`config.mk`:
```
export PLATFORM = sky130hd
export DESIGN_NAME = stepdrv_front
export DESIGN_NICKNAME = d
export VERILOG_FILES = /design/src/rtl/stepdrv_pkg.sv /design/src/rtl/stepdrv_sync.sv /design/src/rtl/stepdrv_qual.sv /design/src/rtl/stepdrv_cfgreg.sv /design/src/rtl/stepdrv_decode.sv /design/src/rtl/stepdrv_front.sv
export SDC_FILE = /design/constraint.sdc
export NUM_CORES = 1
export LEC_CHECK = 0
export BUFFER_PORTS_ARGS = -buffer_cell sky130_fd_sc_hd__clkbuf_2
export CAP_MARGIN = 0
export CORE_MARGIN = 1.5
export CORE_UTILIZATION = 45
export DETAILED_ROUTE_END_ITERATION = 12
export HOLD_SLACK_MARGIN = 0.1
export MAX_ROUTING_LAYER = met4
export PLACE_DENSITY = 0.67
export RECOVER_POWER = 50
export SLEW_MARGIN = 20
export SYNTH_ARGS = -nofsm -noshare
export SYNTH_HDL_FRONTEND = slang
export SYNTH_SLANG_ARGS = --single-unit
```
`constraint.sdc`:
```
create_clock -name clk -period 2.68 [get_ports clk]
set_clock_uncertainty 0.1 [all_clocks]
set_input_delay 0.268 -clock clk [delete_from_list [all_inputs] [get_ports clk]]
set_output_delay 0.268 -clock clk [all_outputs]
set_load 0.005 [all_outputs]
```
`src/rtl/stepdrv_pkg.sv`:
```
package stepdrv_pkg;

    localparam int PHASES = 4;

    typedef enum logic {
        MODE_FULL   = 1'b0,
        MODE_SIMPLE = 1'b1
    } drv_mode_e;

    // synchronised view of the input pins
    typedef struct packed {
        logic [PHASES-1:0] ph;
        logic              dat_lev;
        logic              dat_loop;
    } pins_t;

    // registered drive requests
    typedef struct packed {
        logic [PHASES-1:0] ph_on;
        logic              open_loop;
        logic              reduce;
    } drive_t;

    function automatic logic is_prog(pins_t p);
        return (p.ph == '0);
    endfunction

    function automatic logic serial_bit(pins_t p);
        return p.dat_lev ^ p.dat_loop;
    endfunction

    function automatic drive_t decode_full(pins_t p);
        drive_t d;
        d.ph_on     = p.ph;
        d.open_loop = p.dat_loop;
        d.reduce    = p.dat_lev;
        return d;
    endfunction

    function automatic drive_t decode_simple(pins_t p);
        drive_t d;
        d.ph_on     = '0;
        d.ph_on[0]  = p.ph[0] & p.ph[2];
        d.ph_on[1]  = p.ph[1] & p.ph[2];
        d.open_loop = p.dat_loop;
        d.reduce    = p.ph[3] & p.dat_lev;
        return d;
    endfunction

endpackage

```
`src/rtl/stepdrv_sync.sv`:
```
module stepdrv_sync #(
    parameter int W      = 6,
    parameter int STAGES = 2
) (
    input  logic         clk,
    input  logic         rst,
    input  logic [W-1:0] d,
    output logic [W-1:0] q
);
    logic [W-1:0] st [STAGES];

    always_ff @(posedge clk) begin
        if (rst) begin
            for (int i = 0; i < STAGES; i++) st[i] <= '0;
        end else begin
            st[0] <= d;
            for (int i = 1; i < STAGES; i++) st[i] <= st[i-1];
        end
    end

    assign q = st[STAGES-1];
endmodule

```
`src/rtl/stepdrv_qual.sv`:
```
module stepdrv_qual #(
    parameter int QUAL_CYC = 25
) (
    input  logic clk,
    input  logic rst,
    input  logic all_low,
    output logic shift_p
);
    localparam int CW = $clog2(QUAL_CYC + 1);

    logic [CW-1:0] low_cnt;

    // counts all-low edges, saturating so that one run yields one pulse
    always_ff @(posedge clk) begin
        if (rst || !all_low) begin
            low_cnt <= '0;
        end else if (low_cnt != CW'(QUAL_CYC)) begin
            low_cnt <= low_cnt + 1'b1;
        end
    end

    assign shift_p = all_low && (low_cnt == CW'(QUAL_CYC - 1));
endmodule

```
`src/rtl/stepdrv_cfgreg.sv`:
```
module stepdrv_cfgreg #(
    parameter int CFG_W = 6
) (
    input  logic             clk,
    input  logic             rst,
    input  logic             shift_en,
    input  logic             bit_in,
    output logic [CFG_W-1:0] word
);
    always_ff @(posedge clk) begin
        if (rst) begin
            word <= '0;
        end else if (shift_en) begin
            word <= {word[CFG_W-2:0], bit_in};
        end
    end
endmodule

```
`src/rtl/stepdrv_decode.sv`:
```
module stepdrv_decode
    import stepdrv_pkg::*;
#(
    parameter drv_mode_e MODE = MODE_FULL
) (
    input  logic   clk,
    input  logic   rst,
    input  pins_t  s,
    input  logic   prog,
    output drive_t q
);
    drive_t nxt;

    generate
        if (MODE == MODE_SIMPLE) begin : g_simple
            assign nxt = decode_simple(s);
        end else begin : g_full
            assign nxt = decode_full(s);
        end
    endgenerate

    always_ff @(posedge clk) begin
        if (rst || prog) begin
            q <= '0;
        end else begin
            q <= nxt;
        end
    end
endmodule

```
`src/rtl/stepdrv_front.sv`:
```
module stepdrv_front
    import stepdrv_pkg::*;
#(
    parameter int        QUAL_CYC    = 25,
    parameter int        CFG_W       = 6,
    parameter int        SYNC_STAGES = 2,
    parameter drv_mode_e MODE        = MODE_FULL
) (
    input  logic             clk,
    input  logic             rst,
    input  logic [3:0]       ph_in,
    input  logic             dat_lev,
    input  logic             dat_loop,
    output logic [3:0]       ph_on,
    output logic             open_loop,
    output logic             reduce_lvl,
    output logic [CFG_W-1:0] cfg_word
);
    localparam int PW = $bits(pins_t);

    pins_t          raw;
    logic [PW-1:0]  s_vec;
    pins_t          s_pins;
    logic           all_low;
    logic           shift_p;
    drive_t         drv;

    assign raw.ph       = ph_in;
    assign raw.dat_lev  = dat_lev;
    assign raw.dat_loop = dat_loop;

    stepdrv_sync #(.W(PW), .STAGES(SYNC_STAGES)) u_sync (
        .clk (clk),
        .rst (rst),
        .d   (raw),
        .q   (s_vec)
    );

    assign s_pins  = pins_t'(s_vec);
    assign all_low = is_prog(s_pins);

    stepdrv_qual #(.QUAL_CYC(QUAL_CYC)) u_qual (
        .clk     (clk),
        .rst     (rst),
        .all_low (all_low),
        .shift_p (shift_p)
    );

    stepdrv_cfgreg #(.CFG_W(CFG_W)) u_cfg (
        .clk      (clk),
        .rst      (rst),
        .shift_en (shift_p),
        .bit_in   (serial_bit(s_pins)),
        .word     (cfg_word)
    );

    stepdrv_decode #(.MODE(MODE)) u_dec (
        .clk  (clk),
        .rst  (rst),
        .s    (s_pins),
        .prog (all_low),
        .q    (drv)
    );

    assign ph_on      = drv.ph_on;
    assign open_loop  = drv.open_loop;
    assign reduce_lvl = drv.reduce;
endmodule

```
# After elaboration in Yosys (flattened, before gate mapping)

Memories as Yosys holds them, arrays and structs flattened.
Cells that the tools add are included.

Word-level logic and storage cells: 22
Input port bits: 8
Bits in writable memories: 12
Flip-flop bits (word level): 17
Memories: 1

Memory list:

| memory    | depth | width | rd ports | clocked after Yosys merged registers in | wr ports | RTL line           | source |
|---|---|---|---|---|---|---|---|
| u_sync.st | 2     | 6     | 2        | 0                                       | 2        | stepdrv_sync.sv:10 | `logic [W-1:0] st [STAGES];` |

Bitwise gates (word level): 3
Equal/unequal tests: 2
Reductions and logical operators: 5
Multiplexer cells: 5
Add/sub/neg operators: 1

Operator list:

| operator            | number |
|---|---|
| $mux 6              | 2 |
| $add 5x1->5 const B | 1 |
| $eq 5x5->1 const B  | 1 |
| $ne 5x5->1 const B  | 1 |
| $logic_not 4->1     | 1 |
| $mux 1              | 3 |
| $logic_or 1x1->1    | 2 |
| $or 1x1->1          | 2 |
| $logic_and 1x1->1   | 1 |
| $logic_not 1->1     | 1 |
| $xor 1x1->1         | 1 |

# Longest topological paths before layout

Gate-level depths: netlist of the first run.

Depth after elaboration: 3
Mapped depth: 5

# Cells and area by module

Synthesis of the first run repeated with hierarchy kept, for this count alone.

Cell total of the unflattened synthesis: 95
Area total of the unflattened synthesis: 1131.1 µm²

By module, submodules not included:

| module         | cells an instance | instances | sequential area each (µm²) | area an instance (µm²) |
|---|---|---|---|---|
| stepdrv_sync   | 31                | 1         | 240.2                      | 411.6 |
| stepdrv_qual   | 31                | 1         | 100.1                      | 319.1 |
| stepdrv_cfgreg | 19                | 1         | 120.1                      | 214.0 |
| stepdrv_decode | 12                | 1         | 120.1                      | 165.2 |
| stepdrv_front  | 2                 | 1         | 0.0                        | 21.3 |

# Worst setup path before layout of the first run

No wires, ideal clock.

Kind: reg-to-reg
From: mem u_sync.st[1][3], in the netlist u_sync.st[0][9]
To: reg u_cfg.word[0]
Slack: 1.392 ns
Library setup time: 0.072 ns
Path buffers: 1
Cell stages (with the launch flop): 5
Arrival time: 1.117 ns
Path through: dfxtp_1 > nor4_4 > and4_1 > buf_4 > mux2i_1

RTL lines:

| item                 | RTL line             | source |
|---|---|---|
| from (decl)          | stepdrv_sync.sv:10   |  |
| to (signal assigned) | stepdrv_cfgreg.sv:14 | `word <= {word[CFG_W-2:0], bit_in};` |
| to (decl)            | stepdrv_cfgreg.sv:8  | `output logic [CFG_W-1:0] word` |

==> out/qor_table.md, run 1 <==
| Quantity | This run |
| --- | --- |
| Status | finished, final reports clean |
| Worst Path Class, Setup | reg2reg |
| Final setup violating endpoints | 0 |
| Arrival time of the worst setup path | 1.56 ns |
| Highest Clock Rate | 702 MHz |
| Routability congestion estimate | 0.734 |
| Worst stage delay on the critical path | 0.38 ns |
| Number of nets produced by synthesis | 100 |
| Setup repair bufs after CTS | 0 |
| Die Footprint | 0.00253 mm^2 |
| Number of cells traversed by the worst register-to-register path | 3 |
| Number of hold violations in the final report | 0 |
| Number of cell rows | 16 |
| Clk_lat worst skew | 0.30 ns |
| Max_slew headroom | 39.4% |
| First-pass GRT wire length | 2330 um |
| Detailed router's first-iteration violation count | 1 |
| Count of final max-slew check failures | 0 |
| Crit Reg-Reg Startpoint | u_sync.st[0][9] |
| Post-CTS Resized | 0 |
| Flip-flop and latch count after synthesis | 29 |
| Die X | 50.3 um |
| Number of buffers on the longest clock path | 2 |
| Number of antenna violations at the first check in global routing | 0 |
| Initial standard-cell utilization of the core | 49.7% |
| Count of inserted antenna diode cells | 0 |
| Post-Route Setup TNS | 0 ns |
| Data required time at the worst endpoint | 2.81 ns |
| Number of levels in the clock H-tree | 2 |
| Cell accounting for the most synthesized area | sky130_fd_sc_hd__dfxtp_1 |
| Master cell of the clock root buffer | sky130_fd_sc_hd__clkbuf_4 |
| Power density over the cells | 593 mW/mm^2 |
| Mean post-synth cell area | 11.3 um^2 |
| Post-layout nets | 129 |
| Most common library cell in the layout ignoring fill and taps | sky130_fd_sc_hd__dfxtp_1 |
| Pin slew with the least headroom to its limit | 0.909 ns |
| Final period util | 53.1% |
| Number of input and output port buffers inserted | 19 |
| Leak Pwr | 0.544 nW |
| Commonest cells after routing, fill and taps aside | 29 x sky130_fd_sc_hd__dfxtp_1, 18 x sky130_fd_sc_hd__clkbuf_2, 17 x sky130_fd_sc_hd__nor2b_1 |
| Residual DRC count | 0 |
| Sequential element share of the synthesized area | 57.8% |
| Cell count after synthesis | 89 |
| Peak VDD IR | 0.358 mV |
| Remaining antenna violation count after routing | 0 |
| Total detailed-routing wirelength | 1300 um |
| Post-synthesis instance area | 0.00100 mm^2 |
| Die extent in y | 50.3 um |
| Crit. End Element | flip-flop |
| Hold_sp | u_sync.st[0][0] |
| TritonRoute pass-1 iters | 3 |
| Top-level I/O count | 20 |
| Clock sinks | 29 |
| Yosys Warn Count | 0 |
| Core Box Area | 0.00202 mm^2 |
| Largest driver fanout on the critical path | 4 |
| Type of element launching the critical path | flip-flop |
| Count of cell types in the netlist | 18 |
| Placed wire-length estimate | 951 um |
| Vias in the first global route | 573 |
| Number of buffers created by CTS | 5 |
| Fraction of layout cells with a size suffix above 1 | 21.8% |
| MaxCap Viol Count | 0 |
| Worst min-delay path category | reg2reg |
| Number of cells on the worst hold path | 1 |
| Final min period | 1.42 ns |
| Synth area leaders | sky130_fd_sc_hd__dfxtp_1 58%, sky130_fd_sc_hd__nor2b_1 11%, sky130_fd_sc_hd__mux2i_1 7.0%, sky130_fd_sc_hd__nand2b_1 5.0%, sky130_fd_sc_hd__ha_1 3.7% |
| TritonCTS clock tree | yes |
| Area Overhead vs Synth | 22.3% |
| Clock transition at the registers of the reported paths | 0.09 ns |
| Worst setup path startpoint | u_sync.st[0][9] |
| Detail-routed net length per standard cell | 8.92 um |
| Vias after detailed routing | 609 |
| Via density per instance | 4.17 |
| Ordered cell list for the critical path | nor4_4 -> and4_1 -> mux2i_1 |
| Slowest cell on the critical path | sky130_fd_sc_hd__and4_1 |
| Pin count of the biggest net entering global routing | 26 |
| Post-synth top area share | 57.8% |
| Final core area utilization | 60.8% |
| Setup repair after global routing missed its margin | no |
| Overall global routing resource usage | 12.8% |
| Grt ovf | 0 |
## cell type report
cell class	count	area [um^2]
clock inverters	2	10.0
flip-flops and latches	29	581
multi-input cells	55	402
clock buffers	6	41.3
inverters	2	7.51
fillers	179	793
well taps	27	33.8
repair buffers	25	154
## final timing paths
check,slack (ns),end
worst max register to register,1.26,u_cfg.word[1]
worst min register to register,0.34,u_sync.st[0][6]
worst min-delay path,0.34,u_sync.st[0][6]
worst max-delay path,1.26,u_cfg.word[1]
## cell families (layout without fill, tap and decap cells)
family	count (synthesis)	in the layout	synth area share, %
DFF	29	29	57.8
muxes	7	7	6.97
adders and majority gates	3	3	3.74
and+or+nand+nor	40	40	24.9
buffers and inverters	5	35	2.24
xor gates and xnor gates	5	5	4.36
## per-layer routing
metal	vias up	wire [um]	track usage (%)
met5	-	0	-
met3	2	80	7.14
li1	338	-	-
met2	18	576	19.1
met4	0	7	2.78
met1	251	638	15.2
## Yosys cell counts
| cell | instances |
|---|---|
| sky130_fd_sc_hd__and2_1 | 2 |
| sky130_fd_sc_hd__and4_1 | 1 |
| sky130_fd_sc_hd__buf_4 | 1 |
| sky130_fd_sc_hd__clkbuf_1 | 2 |
| sky130_fd_sc_hd__dfxtp_1 | 29 |
| sky130_fd_sc_hd__ha_1 | 3 |
| sky130_fd_sc_hd__inv_1 | 2 |
| sky130_fd_sc_hd__mux2i_1 | 7 |
| sky130_fd_sc_hd__nand2_1 | 1 |
| sky130_fd_sc_hd__nand2b_1 | 8 |
| sky130_fd_sc_hd__nand3_1 | 2 |
| sky130_fd_sc_hd__nand4_1 | 1 |
| sky130_fd_sc_hd__nand4b_1 | 1 |
| sky130_fd_sc_hd__nor2_1 | 6 |
| sky130_fd_sc_hd__nor2b_1 | 17 |
| sky130_fd_sc_hd__nor4_4 | 1 |
| sky130_fd_sc_hd__xnor2_1 | 1 |
| sky130_fd_sc_hd__xor2_1 | 4 |
## registers in the layout (all words and copies together), names as in the netlist
register / flops
u_cfg.word: 6
u_qual.low_cnt: 5
u_sync.st: 12
u_dec.q: 6
## where the power goes
group	total (W)	internal, W	switching [W]
clock network	0.000233	0.0000996	0.000134
logic	0.0000438	0.0000258	0.0000180
registers	0.000451	0.000444	0.00000742
total	0.000728	0.000569	0.000159
## what timing repair did
action / in CTS / in global routing
endpoints found under the hold margin: 6 / 0
hold buffers: 6 / 0
setup endpoints to repair: 0 / 0
## metrics by stage
step	std cells	power [W]	area, um^2	hold slack (ns)	worst slack, ns
floorplan	89	0.000487	1000	0.296	1.39
global placement	132	0.000499	1120	0.323	1.30
detailed placement	132	0.000500	1120	0.325	1.26
CTS	146	0.000743	1230	0.340	1.24
global route	146	0.000772	1230	0.356	1.13
finish	146	0.000728	1230	0.338	1.26
## critical path, delay by kind of cell (launching register included)
kind / cells / cell delay, ns
DFF: 1 / 0.34
muxes: 1 / 0.21
and+or+nand+nor: 2 / 0.71
Power figures use the tool's default switching activity.
==> run 2, diff against run 1 <==
==> constraint.sdc (replaced) <==
create_clock -name clk -period 1.32 [get_ports clk]
set_clock_uncertainty 0.1 [all_clocks]
set_input_delay 0.132 -clock clk [delete_from_list [all_inputs] [get_ports clk]]
set_output_delay 0.132 -clock clk [all_outputs]
set_load 0.005 [all_outputs]
==> run 2 against run 1 <==
Net effect: power grew 140%; maximum frequency grew 8.1%; utilization grew 3.9 points; sequential power grew 100%; largest cell class unchanged; highest routed layer unchanged.
==> out/qor_table.md, run 2 (same netlist as run 1, synthesis figures left out) <==
| Quantity | This run | vs previous |
| --- | --- | --- |
| Overall global routing resource usage | 14.1% | was 12.8% |
| Setup repair after global routing missed its margin | yes | was no |
| Residual DRC count | 0 | unchanged |
| Total placed cells including tap cells | 136 | was 132 |
| Post-Route Setup TNS | 0 ns | unchanged |
| Max_slew headroom | 85.4% | was 39.4% |
| Pin count of the biggest net entering global routing | 15 | was 26 |
| Final period util | 99.8% | was 53.1% |
| Register area | 584 um^2 | was 581 um^2 |
| Area Overhead vs Synth | 30.1% | was 22.3% |
| Fraction of layout cells with a size suffix above 1 | 27.4% | was 21.8% |
| Leak Pwr | 0.579 nW | was 0.544 nW |
| Remaining antenna violation count after routing | 0 | unchanged |
| Count of inserted antenna diode cells | 0 | unchanged |
| Largest driver fanout on the critical path | 3 | was 4 |
| Vias in the first global route | 636 | was 573 |
| Pin slew with the least headroom to its limit | 0.217 ns | was 0.909 ns |
| Power density over the cells | 1340 mW/mm^2 | was 593 mW/mm^2 |
| Highest Clock Rate | 759 MHz | was 702 MHz |
| Status | finished, final reports clean | unchanged |
| Data required time at the worst endpoint | 1.43 ns | was 2.81 ns |
| Worst Path Class, Setup | reg2reg | unchanged |
| TritonCTS clock tree | yes | unchanged |
| Die X | 50.3 um | unchanged |
| Master cell of the clock root buffer | sky130_fd_sc_hd__clkbuf_4 | unchanged |
| Worst min-delay path category | reg2reg | unchanged |
| Finished Layout Cells | 151 | was 146 |
| Placed wire-length estimate | 990 um | was 951 um |
| Peak VDD IR | 0.893 mV | was 0.358 mV |
| Top-level I/O count | 20 | unchanged |
| Number of input and output port buffers inserted | 19 | unchanged |
| MaxCap Viol Count | 0 | unchanged |
| Number of buffers on the longest clock path | 2 | unchanged |
| Final core area utilization | 64.7% | was 60.8% |
| Number of buffers created by CTS | 5 | unchanged |
| Post-layout nets | 134 | was 129 |
| Clock transition at the registers of the reported paths | 0.08 ns | was 0.09 ns |
| Vias after detailed routing | 661 | was 609 |
| Count of filler cells inserted in the layout | 185 | was 179 |
| TritonRoute pass-1 iters | 2 | was 3 |
| Grt ovf | 0 | unchanged |
| Die Footprint | 0.00253 mm^2 | unchanged |
| Number of cell rows | 16 | unchanged |
| Commonest cells after routing, fill and taps aside | 26 x sky130_fd_sc_hd__dfxtp_1, 17 x sky130_fd_sc_hd__nor2b_1, 17 x sky130_fd_sc_hd__clkbuf_2 | was 29 x sky130_fd_sc_hd__dfxtp_1, 18 x sky130_fd_sc_hd__clkbuf_2, 17 x sky130_fd_sc_hd__nor2b_1 |
| Type of element launching the critical path | flip-flop | unchanged |
| Largest register by flop count | u_sync.st | unchanged |
| Count of final max-slew check failures | 0 | unchanged |
| Regs by FF count | u_sync.st (12), u_cfg.word (6), u_dec.q (6) | unchanged |
| Clk_lat worst skew | 0.31 ns | was 0.30 ns |
| Number of antenna violations at the first check in global routing | 0 | unchanged |
| Final setup violating endpoints | 0 | unchanged |
| Die extent in y | 50.3 um | unchanged |
| Reg-to-reg setup timing slack | 0.002 ns | was 1.26 ns |
| Hold Worst Slack | 0.339 ns | was 0.338 ns |
| Final min period | 1.32 ns | was 1.42 ns |
| Placed instance area | 0.00115 mm^2 | was 0.00112 mm^2 |
| Multi-input logic area | 404 um^2 | was 402 um^2 |
| Setup repair bufs after CTS | 0 | unchanged |
| Largest register FFs | 12 | unchanged |
| Crit. End Element | flip-flop | unchanged |
| Via density per instance | 4.38 | was 4.17 |
| Routability congestion estimate | 0.709 | was 0.734 |
| Initial standard-cell utilization of the core | 49.7% | unchanged |
| Arrival time of the worst setup path | 1.42 ns | was 1.56 ns |
| Number of hold violations in the final report | 0 | unchanged |
| Total detailed-routing wirelength | 1420 um | was 1300 um |
| Clock sinks | 29 | unchanged |
| Detailed router's first-iteration violation count | 6 | was 1 |
| Detail-routed net length per standard cell | 9.42 um | was 8.92 um |
| Most common library cell in the layout ignoring fill and taps | sky130_fd_sc_hd__dfxtp_1 | unchanged |
| First-pass GRT wire length | 2500 um | was 2330 um |
| Number of levels in the clock H-tree | 2 | unchanged |
| Core Box Area | 0.00202 mm^2 | unchanged |
| Post-route cell area | 0.00131 mm^2 | was 0.00123 mm^2 |
[run 2: layout make-up]
class                   count  share of cell area, %
clock buffers               7                   4.21
clock inverters             1                   2.30
inverters                   2                  0.574
multi-input cells          55                   30.9
flip-flops and latches     29                   44.7
well taps                  27                   2.58
repair buffers             30                   14.7
[run 2: where the power goes]
part	switching, W	total, W	internal [W]	leakage (nW)
clock	0.000277	0.000729	0.000452	0.0455
combinational	0.0000415	0.000105	0.0000638	0.296
sequential	0.0000148	0.000917	0.000902	0.238
total	0.000333	0.00175	0.00142	0.579
[run 2: path summary, 6_finish.rpt]
path                        start                to  cells after the start
setup / recovery  u_sync.st[0][9]     u_cfg.word[5]                      4
hold / removal    u_sync.st[0][4]  u_sync.st[0][10]                      1
setup reg to reg  u_sync.st[0][9]     u_cfg.word[5]                      4
hold reg to reg   u_sync.st[0][4]  u_sync.st[0][10]                      1
[run 2: layer usage]
metal | GRT usage [%] | share of wire, % | wire length, um | vias up
li1 | - | - | - | 349
met1 | 13.4 | 44 | 622 | 291
met2 | 23.5 | 49 | 698 | 19
met3 | 6.25 | 6.6 | 94 | 2
met4 | 8.33 | 0.49 | 7 | 0
met5 | - | 0 | 0 | -
[run 2: critical path, cell delays in order (launching register included)]
cell and delay, ns:
sky130_fd_sc_hd__dfxtp_2 0.34, sky130_fd_sc_hd__nor4_4 0.28, sky130_fd_sc_hd__buf_4 0.16, sky130_fd_sc_hd__nand4_1 0.17
sky130_fd_sc_hd__mux2i_1 0.16
[run 2: stage by stage]
stage | total power, W | setup WS, ns
floorplan | 0.000988 | 0.0318
global placement | 0.00102 | 0.0100
detailed placement | 0.00103 | -0.0452
CTS | 0.00177 | -0.0103
global route | 0.00183 | -0.0590
finish | 0.00175 | 0.00223
[run 2: repair_timing]
item	CTS	global route
endpoints found under the hold margin	10	0
hold buffers	7	0
setup endpoints to repair	6	7
resized for setup	3	3
pin swaps	0	3
==> run 3, diff against run 2 <==
--- a/config.mk
+++ b/config.mk
@@ -9,6 +9,7 @@
 export CAP_MARGIN = 0
 export CORE_MARGIN = 1.5
 export CORE_UTILIZATION = 45
+export CTS_CLUSTER_DIAMETER = 60
 export DETAILED_ROUTE_END_ITERATION = 12
 export HOLD_SLACK_MARGIN = 0.1
 export MAX_ROUTING_LAYER = met4
==> constraint.sdc (replaced) <==
create_clock -name clk -period 1.35 [get_ports clk]
set_clock_uncertainty 0.1 [all_clocks]
set_input_delay 0.135 -clock clk [delete_from_list [all_inputs] [get_ports clk]]
set_output_delay 0.135 -clock clk [all_outputs]
set_load 0.005 [all_outputs]
==> run 3 against run 2 <==
Net effect: die area unchanged; final area is 0.86% higher; worst setup slack improved by 0.038 ns; sequential power fell by 2.4%; register-to-register slack gained 0.04 ns; clock-buffer cell count shrank 2.
==> out/qor_table.md, run 3 (same netlist as run 1, synthesis figures left out) <==
| Quantity | This run | vs previous |
| --- | --- | --- |
| Status | finished, final reports clean | unchanged |
| Final period util | 97.1% | was 99.8% |
| Final core area utilization | 65.2% | was 64.7% |
| Number of buffers created by CTS | 5 | unchanged |
| Number of cells on the worst hold path | 1 | unchanged |
| Fraction of power consumed by sequential logic | 48.0% | was 52.4% |
| Clock transition at the registers of the reported paths | 0.09 ns | was 0.08 ns |
| Crit Reg-Reg Startpoint | u_sync.st[0][10] | was u_sync.st[0][9] |
| Vias after detailed routing | 668 | was 661 |
| Pin slew with the least headroom to its limit | 0.235 ns | was 0.217 ns |
| Fraction of layout cells with a size suffix above 1 | 25.8% | was 27.4% |
| Number of antenna violations at the first check in global routing | 0 | unchanged |
| Terminus of the critical flop-to-flop path | u_cfg.word[2] | was u_cfg.word[5] |
| Routability congestion estimate | 0.703 | was 0.709 |
| Largest driver fanout on the critical path | 3 | unchanged |
| Number of buffers on the longest clock path | 2 | unchanged |
| Type of element launching the critical path | flip-flop | unchanged |
| Data required time at the worst endpoint | 1.46 ns | was 1.43 ns |
| Most common library cell in the layout ignoring fill and taps | sky130_fd_sc_hd__dfxtp_1 | unchanged |
| Overall power | 0.00186 W | was 0.00175 W |
| Die Footprint | 0.00253 mm^2 | unchanged |
| Leak Pwr | 0.584 nW | was 0.579 nW |
| Power density over the cells | 1410 mW/mm^2 | was 1340 mW/mm^2 |
| Die extent in y | 50.3 um | unchanged |
| Worst min-delay path category | reg2reg | unchanged |
| Grt ovf | 0 | unchanged |
| MaxCap Viol Count | 0 | unchanged |
| Vias in the first global route | 637 | was 636 |
| Placed wire-length estimate | 1040 um | was 990 um |
| Commonest cells after routing, fill and taps aside | 27 x sky130_fd_sc_hd__dfxtp_1, 17 x sky130_fd_sc_hd__nor2b_1, 17 x sky130_fd_sc_hd__clkbuf_2 | was 26 x sky130_fd_sc_hd__dfxtp_1, 17 x sky130_fd_sc_hd__nor2b_1, 17 x sky130_fd_sc_hd__clkbuf_2 |
| Proportion of power drawn by combinational gates | 5.5% | was 6.0% |
| Residual DRC count | 0 | unchanged |
| Clock sinks | 29 | unchanged |
| Worst Path Class, Setup | reg2reg | unchanged |
| Hold_sp | u_sync.st[0][2] | was u_sync.st[0][4] |
| Count of filler cells inserted in the layout | 183 | was 185 |
| Final min period | 1.31 ns | was 1.32 ns |
| Arrival time of the worst setup path | 1.42 ns | about the same |
| Detail-routed net length per standard cell | 9.64 um | was 9.42 um |
| Master cell of the clock root buffer | sky130_fd_sc_hd__clkbuf_4 | unchanged |
| TritonRoute pass-1 iters | 4 | was 2 |
| Worst slack at placement | 0.00861 ns | was -0.0452 ns |
| Final WS setup | 0.0398 ns | was 0.00223 ns |
| Number of hold violations in the final report | 0 | unchanged |
| Design internal power | 0.00152 W | was 0.00142 W |
| Initial standard-cell utilization of the core | 49.7% | unchanged |
| Number of cell rows | 16 | unchanged |
| Via density per instance | 4.42 | was 4.38 |
| Peak VDD IR | 0.917 mV | was 0.893 mV |
| Clock group share of total power | 46.5% | was 41.6% |
| Final setup violating endpoints | 0 | unchanged |
| Hold Worst Slack | 0.341 ns | was 0.339 ns |
| Switching power of the nets | 0.000348 W | was 0.000333 W |
| Overall global routing resource usage | 14.9% | was 14.1% |
| Remaining antenna violation count after routing | 0 | unchanged |
| Setup repair bufs after CTS | 0 | unchanged |
| TritonCTS clock tree | yes | unchanged |
| Largest register by flop count | u_sync.st | unchanged |
| Pin count of the biggest net entering global routing | 15 | unchanged |
| Count of inserted antenna diode cells | 0 | unchanged |
| Number of levels in the clock H-tree | 2 | unchanged |
| Total detailed-routing wirelength | 1460 um | was 1420 um |
| Post-Route Setup TNS | 0 ns | unchanged |
| Crit. End Element | flip-flop | unchanged |
| First-pass GRT wire length | 2620 um | was 2500 um |
| Core Box Area | 0.00202 mm^2 | unchanged |
| Number of input and output port buffers inserted | 19 | unchanged |
| Switching portion of total power | 18.7% | was 19.0% |
| Destination of the worst hold path | u_sync.st[0][8] | was u_sync.st[0][10] |
| Post-layout nets | 134 | unchanged |
| Top-level I/O count | 20 | unchanged |
| Detailed router's first-iteration violation count | 10 | was 6 |
| Count of final max-slew check failures | 0 | unchanged |
| Area Overhead vs Synth | 31.3% | was 30.1% |
| Reg-to-reg setup timing slack | 0.04 ns | was 0.002 ns |
| Die X | 50.3 um | unchanged |
| Number of cells traversed by the worst register-to-register path | 4 | unchanged |
| Regs by FF count | u_sync.st (12), u_cfg.word (6), u_dec.q (6) | unchanged |
| Highest Clock Rate | 763 MHz | was 759 MHz |
| Max_slew headroom | 84.3% | was 85.4% |
| Largest register FFs | 12 | unchanged |
| Setup repair after global routing missed its margin | yes | unchanged |
| Clk_lat worst skew | 0.32 ns | was 0.31 ns |
==> run 3: changes by cell type in the layout (fill, tap and decap cells not counted), sizes merged <==
cell,change
buf,-1
bufinv,+1
clkbuf,-1
clkinv,+1
==> run 3: critical path, cell delays in order, from the launching register on <==
cell and delay (ns):
sky130_fd_sc_hd__dfxtp_2 0.34, sky130_fd_sc_hd__nor4_4 0.28, sky130_fd_sc_hd__buf_4 0.16, sky130_fd_sc_hd__nand4_1 0.17
sky130_fd_sc_hd__mux2i_1 0.16
==> run 3: what timing repair did <==
action / in CTS / in global routing
hold endpoints to repair: 10 / 0
endpoints found under the setup margin: 2 / 6
pin swaps: 0 / 1
hold buffers: 7 / 0
gates resized for setup: 1 / 2
==> run 3: cell type report <==
class | instances | area, um^2 | area share (%)
repair buffers | 30 | 189 | 14.3
inverters | 2 | 7.51 | 0.569
well taps | 27 | 33.8 | 2.56
flip-flops and latches | 29 | 583 | 44.2
multi-input cells | 55 | 403 | 30.6
clock buffers | 5 | 37.5 | 2.85
clock inverters | 3 | 65.1 | 4.93
==> run 3: how the worst max path moves through the flow <==
stage / from / to / slack (ns) / cells past startpoint
5_1_grt: u_sync.st[0][10] / u_cfg.word[5] / -0.05 / 4
3_3_place_gp: u_sync.st[0][9] / u_cfg.word[0] / 0.05 / 3
2_1_floorplan: u_sync.st[0][9] / u_cfg.word[0] / 0.06 / 4
3_5_place_dp: u_sync.st[0][9] / u_cfg.word[1] / 0.009 / 3
6_report: u_sync.st[0][10] / u_cfg.word[2] / 0.04 / 4
4_1_cts: u_sync.st[0][9] / u_cfg.word[4] / 0.03 / 3
==> run 3: power groups by stage <==
stage	combinational (W)	clock, W	sequential (W)
4_1_cts	0.000106	0.000882	0.000895
3_3_place_gp	0.0000859	0	0.000914
2_1_floorplan	0.0000522	0	0.000914
3_5_place_dp	0.0000905	0	0.000915
6_report	0.000103	0.000866	0.000895
5_1_grt	0.000115	0.000932	0.000899
==> run 3: through the flow <==
step,std cells,cell area [um^2]
4_1_cts,151,1320
3_5_place_dp,136,1150
6_report,151,1320
2_1_floorplan,89,1000
5_1_grt,151,1320
3_3_place_gp,136,1150
==> run 3: per-layer routing <==
| layer | up-vias | track usage (%) | wire length (um) |
|---|---|---|---|
| met4 | 0 | 8.33 | 29 |
| met5 | - | - | 0 |
| met1 | 294 | 14.6 | 646 |
| met2 | 18 | 24.8 | 700 |
| met3 | 4 | 6.25 | 79 |
| li1 | 352 | - | - |
